File: src/rtl/msi_cap_pkg.sv
package msi_cap_pkg;
  localparam int NUM_VEC   = 32;
  localparam int VEC_IDX_W = $clog2(NUM_VEC);
  localparam int REG_AW    = 2;

  typedef enum logic [REG_AW-1:0] {
    REG_STATUS = 2'd0,
    REG_CLEAR  = 2'd1,
    REG_CTRL   = 2'd2,
    REG_DROPS  = 2'd3
  } regWord_e;

  typedef struct packed {
    logic                 capValid;
    logic [VEC_IDX_W-1:0] capIdx;
    logic [NUM_VEC-1:0]   clrMask;
    logic                 ctrlWr;
    logic                 ctrlEn;
  } capStrobe_t;
endpackage

File: src/rtl/msi_cap_ctrl.sv
module msi_cap_ctrl
  import msi_cap_pkg::*;
#(
  parameter int          DATA_W     = 32,
  parameter logic [31:0] MATCH_ADDR = 32'hFEE0_1000
) (
  input  logic              linkWrValid,
  input  logic [31:0]       linkWrAddr,
  input  logic [DATA_W-1:0] linkWrData,
  input  logic              regWrEn,
  input  logic [REG_AW-1:0] regWrAddr,
  input  logic [DATA_W-1:0] regWrData,
  output capStrobe_t        strobe
);
  logic addrHit;
  logic unusedUpperData;
  logic [DATA_W-1:0] clrWide;

  assign addrHit = (linkWrAddr == MATCH_ADDR);
  // only the low index bits select a vector; the rest are discarded
  assign unusedUpperData = ^linkWrData[DATA_W-1:VEC_IDX_W];

  assign clrWide = (regWrEn && (regWrAddr == REG_CLEAR)) ? regWrData : '0;

  always_comb begin
    strobe          = '0;
    strobe.capValid = linkWrValid && addrHit;
    strobe.capIdx   = linkWrData[VEC_IDX_W-1:0];
    strobe.clrMask  = clrWide[NUM_VEC-1:0];
    strobe.ctrlWr   = regWrEn && (regWrAddr == REG_CTRL);
    strobe.ctrlEn   = regWrData[0];
  end
endmodule

File: src/rtl/msi_cap_dpath.sv
module msi_cap_dpath
  import msi_cap_pkg::*;
#(
  parameter int DATA_W = 32,
  parameter int DROP_W = 16
) (
  input  logic              clk,
  input  logic              rstN,
  input  capStrobe_t        strobe,
  input  logic [REG_AW-1:0] regRdAddr,
  output logic [DATA_W-1:0] regRdData,
  output logic              irqOut
);
  logic [NUM_VEC-1:0] statusQ;
  logic [NUM_VEC-1:0] setMask;
  logic [DROP_W-1:0]  dropQ;
  logic               enQ;
  logic               dropHit;

  for (genvar v = 0; v < NUM_VEC; v++) begin : g_setDecode
    assign setMask[v] = strobe.capValid && (strobe.capIdx == VEC_IDX_W'(v));
  end

  assign dropHit = strobe.capValid && statusQ[strobe.capIdx] &&
                   !strobe.clrMask[strobe.capIdx];

  always_ff @(posedge clk) begin
    if (!rstN) begin
      statusQ <= '0;
      dropQ   <= '0;
      enQ     <= 1'b0;
    end else begin
      statusQ <= (statusQ & ~strobe.clrMask) | setMask;
      if (dropHit) dropQ <= dropQ + 1'b1;
      if (strobe.ctrlWr) enQ <= strobe.ctrlEn;
    end
  end

  assign irqOut = enQ && (|statusQ);

  always_comb begin
    regRdData = '0;
    unique case (regRdAddr)
      REG_STATUS: regRdData[NUM_VEC-1:0] = statusQ;
      REG_CLEAR:  regRdData = '0;
      REG_CTRL:   regRdData[0] = enQ;
      REG_DROPS:  regRdData[DROP_W-1:0] = dropQ;
      default:    regRdData = '0;
    endcase
  end

  AST_SET_LANDS: assert property (@(posedge clk) disable iff (!rstN)
    strobe.capValid |=> statusQ[$past(strobe.capIdx)]);
  AST_NO_STRAY_SET: assert property (@(posedge clk) disable iff (!rstN)
    (statusQ & ~$past(statusQ) & ~$past(setMask)) == '0);
  AST_PENDING_HOLDS: assert property (@(posedge clk) disable iff (!rstN)
    ($past(statusQ) & ~$past(strobe.clrMask) & ~statusQ) == '0);
  AST_DROP_STEP: assert property (@(posedge clk) disable iff (!rstN)
    (dropQ == $past(dropQ)) || (dropQ == DROP_W'($past(dropQ) + 1'b1)));
  AST_CLEAR_TAKES: assert property (@(posedge clk) disable iff (!rstN)
    (|(strobe.clrMask & ~setMask)) |=> ((statusQ & $past(strobe.clrMask & ~setMask)) == '0));
  AST_SET_BEATS_CLEAR: assert property (@(posedge clk) disable iff (!rstN)
    (|(strobe.clrMask & setMask)) |=> (dropQ == $past(dropQ)));
  AST_IRQ_QUIET: assert property (@(posedge clk) disable iff (!rstN)
    (statusQ == '0) |-> !irqOut);
endmodule

File: src/rtl/msi_capture_top.sv
module msi_capture_top
  import msi_cap_pkg::*;
#(
  parameter int          DATA_W     = 32,
  parameter int          DROP_W     = 16,
  parameter logic [31:0] MATCH_ADDR = 32'hFEE0_1000
) (
  input  logic              clk,
  input  logic              rstN,
  input  logic              linkWrValid,
  input  logic [31:0]       linkWrAddr,
  input  logic [DATA_W-1:0] linkWrData,
  input  logic              regWrEn,
  input  logic [REG_AW-1:0] regWrAddr,
  input  logic [DATA_W-1:0] regWrData,
  input  logic [REG_AW-1:0] regRdAddr,
  output logic [DATA_W-1:0] regRdData,
  output logic              irqOut
);
  capStrobe_t strobe;

  msi_cap_ctrl #(.DATA_W(DATA_W), .MATCH_ADDR(MATCH_ADDR)) ctrl_i (
    .linkWrValid(linkWrValid),
    .linkWrAddr (linkWrAddr),
    .linkWrData (linkWrData),
    .regWrEn    (regWrEn),
    .regWrAddr  (regWrAddr),
    .regWrData  (regWrData),
    .strobe     (strobe)
  );

  msi_cap_dpath #(.DATA_W(DATA_W), .DROP_W(DROP_W)) dpath_i (
    .clk      (clk),
    .rstN     (rstN),
    .strobe   (strobe),
    .regRdAddr(regRdAddr),
    .regRdData(regRdData),
    .irqOut   (irqOut)
  );
endmodule

File: config.mk
export PLATFORM = sky130hd
export DESIGN_NAME = msi_capture_top
export DESIGN_NICKNAME = d
export VERILOG_FILES = /design/src/rtl/msi_cap_pkg.sv /design/src/rtl/msi_cap_ctrl.sv /design/src/rtl/msi_cap_dpath.sv /design/src/rtl/msi_capture_top.sv
export SDC_FILE = /design/constraint.sdc
export NUM_CORES = 1
export LEC_CHECK = 0
export BUFFER_PORTS_ARGS = -buffer_cell sky130_fd_sc_hd__buf_2
export CORE_ASPECT_RATIO = 1.4
export CORE_UTILIZATION = 55
export CTS_BUF_LIST = sky130_fd_sc_hd__clkbuf_8
export CTS_CLUSTER_DIAMETER = 60
export DETAILED_ROUTE_END_ITERATION = 8
export GPL_ROUTABILITY_DRIVEN = 0
export PLACE_DENSITY = 0.89
export SLEW_MARGIN = 5
export SYNTH_ARGS = -nofsm -noshare
export SYNTH_HDL_FRONTEND = slang
export SYNTH_HIERARCHICAL = 1
export SYNTH_SLANG_ARGS = --single-unit
File: constraint.sdc
create_clock -name clk -period 8 [get_ports clk]
set_input_delay 1.6 -clock clk [delete_from_list [all_inputs] [get_ports clk]]
set_output_delay 1.6 -clock clk [all_outputs]
set_load 0.1 [all_outputs]
; Yosys cells after proc, flatten, opt, wreduce, memory -nomap -nowiden
; Index checks and enable logic that the tools add are counted.
; W data, S select, Z words.
[word_totals]
ff_bits = 49
elab_cells = 95
[op_classes]
n_eq_ne = 37
order_cmp = 1
reduce_logical = 42
n_addsub = 1
n_mux = 8
n_bitwise = 3
[ops]
columns = cell, count
row1 = $eq A5 B5 Y1 const B, 16
row2 = $eq A5 B4 Y1 const B, 8
row3 = $logic_and A1 B1 Y1, 38
row4 = $and A32 B32 Y32, 1
row5 = $eq A32 B32 Y1 const B, 1
row6 = $mux W32, 1
row7 = $not A32 Y32, 1
row8 = $or A32 B32 Y32, 1
row9 = $reduce_or A32 Y1, 1
row10 = $pmux W15 S2, 1
row11 = $eq A5 B3 Y1 const B, 4
row12 = $add A16 B1 Y16 const B, 1
row13 = $mux W16, 1
row14 = $bmux W1 S5, 2
row15 = $eq A5 B2 Y1 const B, 2
row16 = $eq A2 B2 Y1 const B, 3
row17 = $lt A5 B6 Y1 const B, 1
row18 = $eq A5 B1 Y1 const B, 1
row19 = $logic_not A5 Y1, 1
row20 = $eq A2 B1 Y1 const B, 2
row21 = $pmux W1 S4, 1
row22 = $logic_not A2 Y1, 1
row23 = $mux W1, 2
row24 = $logic_not A1 Y1, 1

; Longest topological paths before layout
[logic_depth]
word_depth = 7
depth_mapped = 12
depth_no_buf = 10

; Hierarchy
; Netlist, hierarchy kept.
[modules_own_cells]
columns = module, instances, seq_area_each_um2, cells_per_inst, area_per_inst_um2
row1 = msi_cap_dpath, 1, 980.9, 407, 3098.0
row2 = msi_cap_ctrl, 1, 0.0, 56, 412.9

; Worst setup path after synthesis
; Ideal clock, no wire load.
[synth_timing]
path_kind = in2out
start = in regRdAddr[0]
end = out regRdData[11]
arrival_ps = 3607
required_time_ps = 6400
stages = 5
slack_ps = 2793
path_cell_list = ha_1 > clkbuf_1 > clkbuf_1 > a22oi_1 > nor2_1
[synth_via]
elab_chain_cells = 2
word_cells_on_any_way = 3
[synth_rtl]
columns = element, line
row1 = start: declaration, msi_capture_top.sv:16  ; input logic [REG_AW-1:0] regRdAddr,
row2 = $eq A2 B2 Y1 / $logic_not A2 Y1 (equally long branches), msi_cap_dpath.sv:43  ; unique case (regRdAddr)
row3 = $pmux W15 S2 *, msi_cap_dpath.sv:43
row4 = end: declaration, msi_capture_top.sv:17  ; output logic [DATA_W-1:0] regRdData,
; Mark *: on every way between the ends. The rest lies on a longest branch, timed or not.

; Worst setup path in the final report
[layout_timing]
start = in regRdAddr[0]
end = out regRdData[5]
; The elaborated chain is that of the path after synthesis.

==> flow_metrics.py <==
metrics = {
    "drt": {
        "drtIter0Drc": 398,
        "met1_length_mm": 3.57,
        "drtAntennaViolNets": 0,
        "vias": 3850,
        "top_layer": "met4",
        "routedWlPerCell_um": 17.2,
        "wl_met2_mm": 5.36,
        "drc": 0,
        "wirelength_mm": 10.6,
        "dr.pass1.iters": 5,
        "vias_per_cell": 6.27,
        "wl_met3_um": 846,
    },
    "finish": {
        "drive_gt1_share_pct": 24.5,
        "antenna_cells": 0,
        "final_util_pct": 65.0,
        "synthToLayoutAreaGrowth_pct": 14.3,
        "finalInstanceArea_um2": 4010,
        "fin_nets": 652,
        "final_cells": 614,
    },
    "worst_setup_path": {
        "slowest_stage": "ha_1",
        "cp_max_fo": 31,
        "endpoint_kind": "output port",
        "crit_path_start_kind": "input pin",
        "critical_path_class": "in2out",
        "critPathMaxStageDelay_ns": 0.79,
        "cp.arrival_ns": 3.40,
        "cpMostUsedCell": "buf_2",
        "required_ns": 6.40,
        "crit_chain": "buf_2, inv_1, ha_1, a22oi_1, nor2_1, buf_2",
    },
    "placed_design": {
        "io_buffers": 109,
        "dpl_cell_area_um2": 3940,
        "dp.cells": 608,
        "dp_hpwl_mm": 8.12,
    },
    "timing": {
        "finalHoldViolations": 0,
        "timing.hold.ws_ns": 0.499,
        "timing.final.crit_share_pct": 62.5,
        "clock_skew_ns": 0.00811,
        "final_max_slew_viol_count": 0,
        "setup_viol": 0,
        "maxSlewHeadroom_pct": 27.4,
        "fin_crit_ns": 5.00,
        "worst_pin_slew_ns": 1.09,
        "fmaxAchievable_mhz": 200,
        "rsz0062_at_grt": "no",
        "final.setup.tns_ns": 0,
    },
    "grt": {
        "antenna_found_initial": 0,
        "grt_pass1_wl_mm": 16.8,
        "grt_max_degree": 36,
        "grt_pass1_vias": 3628,
        "grt_overflow": 0,
        "grt_usage_pct": 32.2,
    },
    "synthesis": {
        "syn-cell-area_um2": 3510,
        "synth.top_cell.area_share_pct": 27.9,
        "yosysWarningCount": 6,
        "yosysTopAreaCell": "dfxtp_1",
        "synth-edff-count": 0,
        "synth_top_family_by_area": "simple AND/OR/NAND/NOR gates",
        "synth_fp_nets": 572,
        "yosys.area_share.xor_xnor_pct": 0.249,
        "syn_avg_cell_area_um2": 7.58,
        "synthDistinctLibCells": 50,
        "async_reset_ff_share_pct": 0,
        "synth_fa_ha_area_share_pct": 1.78,
        "synthSimpleGateAreaFrac_pct": 34.2,
        "ys_seq_elements": 49,
        "syn_inst": 463,
        "ys_seq_area_share_pct": 27.9,
        "synth_flop_cell": "dfxtp_1",
        "synthTopCellsByArea": "dfxtp_1, and2_1, nor2_1, mux4_2, a21oi_1",
        "synth_compound_area_share_pct": 17.0,
        "yosys-mux-area-fraction_pct": 8.80,
    },
    "clock_network": {
        "cts_setup_buffers": 0,
        "clock_sinks": 49,
        "ctsHoldBuffers": 0,
        "cts_tree": "built",
        "cts_buffers": 5,
        "cts_max_level": 2,
        "clk_latency_ns": 0.30,
        "cts-root-buf": "clkbuf_8",
        "clk_pin_slew_ns": 0.08,
        "max-clock-path-buffers": 2,
        "post_cts_resized": 0,
    },
    "flow_run": {
        "maxCapViolCount": 0,
    },
    "floorplanning": {
        "die_area_um2": 6710,
        "core_area_um2": 6170,
        "rows": 34,
        "die_w_um": 69.5,
        "die_h_um": 96.5,
        "io_pins": 137,
        "initial_utilization_pct": 56.9,
    },
    "power": {
        "leakage_nw": 1.64,
        "peakVddDrop_mv": 0.0773,
        "powerDensity_nw_per_um2": 112,
    },
    "run_status": {
        "status": "complete, no violations",
    },
    "hold_path": {
        "hold_class": "reg2reg",
    },
}
[layout make-up]
type | instances | area (um^2)
Multi-Input combinational cell | 340 | 2180
Sequential cell | 49 | 981
Timing Repair Buffer | 109 | 546
Fill cell | 511 | 2160
Inverter | 38 | 143
Clock inverter | 1 | 5.00
Clock buffer | 5 | 68.8
Tap cell | 72 | 90.1
[power breakdown]
group,switching [mW],internal (mW)
Sequential,0.000124,0.244
Combinational,0.0394,0.0270
Clock,0.0798,0.0577
[state kept, by name, summed over array words and instances, names as in the netlist]
| register | flops |
|---|---|
| dpath_i/dropQ | 16 |
| dpath_i/enQ | 1 |
| dpath_i/statusQ | 32 |
[synth_stat cells, types with 2 or more instances]
| cell type | instances |
|---|---|
| buf_6 | 5 |
| o2111ai_1 | 4 |
| o21a_1 | 3 |
| buf_2 | 5 |
| and4b_1 | 2 |
| o21bai_1 | 2 |
| and2_1 | 57 |
| clkbuf_1 | 18 |
| nand2_1 | 26 |
| a22oi_1 | 19 |
| o211ai_1 | 5 |
| o31ai_1 | 5 |
| mux2i_1 | 8 |
| nor4_2 | 2 |
| o21ai_0 | 4 |
| a21oi_1 | 31 |
| o22ai_1 | 8 |
| nand3_1 | 10 |
| nor4b_2 | 2 |
| nor4_1 | 12 |
| nand4_1 | 11 |
| mux4_2 | 9 |
| ha_1 | 5 |
| nor2_1 | 76 |
| nand2b_1 | 6 |
| inv_1 | 37 |
| and4_1 | 2 |
| buf_4 | 8 |
| or4_1 | 3 |
| dfxtp_1 | 49 |
| o31a_1 | 2 |
| or3_1 | 4 |
| nor2b_1 | 6 |
[placed cells by master (no fill, tap or decap), types with 2 or more instances in the layout]
cell type and count:
a21oi_1 31, nand2b_1 6, and2_1 57, clkbuf_8 5, dfxtp_1 49, o22ai_1 8
and4b_1 2, and4_1 2, o211ai_1 5, a22oi_1 19, nor2b_1 6, nand2_1 26
nor4_1 12, o21bai_1 2, o31ai_1 5, ha_1 5, inv_1 37, o21a_1 3
mux2i_1 8, or3_1 4, o31a_1 2, nor4_2 2, mux4_2 9, o2111ai_1 4
nand4_1 11, or4_1 3, nand3_1 10, o21ai_0 4, nor2_1 76, buf_2 109
nor4b_2 2
[worst max-delay path, delay by kind of cell]
kind	cells	cell delay (ns)
adder cells (fa/ha/maj)	1	0.79
buffers and inverters	3	0.63
AO/OA/AOI/OAI	1	0.23
AND/OR/NAND/NOR	1	0.14
[layer usage]
metal / track usage (%) / vias to the layer above
met5: 0 / -
met3: 6.33 / 73
li1: - / 1774
met1: 32.0 / 1722
met4: 25.7 / 0
met2: 59.0 / 281
[metrics by stage]
step | total power, mW | setup slack [ns]
2_1_floorplan | 0.293 | 2.79
3_3_place_gp | 0.313 | 3.11
3_5_place_dp | 0.315 | 3.03
4_1_cts | 0.448 | 3.03
5_1_grt | 0.466 | 2.77
6_report | 0.448 | 3.00
[final timing paths]
kind                                          start           endpoint  slack (ns)  depth (start not counted)
worst max-delay path                   regRdAddr[0]       regRdData[5]        3.00                          6
worst min-delay path              dpath_i/dropQ[14]  dpath_i/dropQ[14]        0.50                          2
worst max register to register  dpath_i/statusQ[14]   dpath_i/dropQ[4]        5.56                          6
worst min register to register    dpath_i/dropQ[14]  dpath_i/dropQ[14]        0.50                          2
[cells by family after synthesis]
family | count (synthesis)
AO/OA/AOI/OAI | 90
XOR/XNOR | 1
adder cells (fa/ha/maj) | 5
buffers and inverters | 74
flip-flops | 49
multiplexers | 18
AND/OR/NAND/NOR | 226
Note: power is estimated with default switching activity, not from simulation.
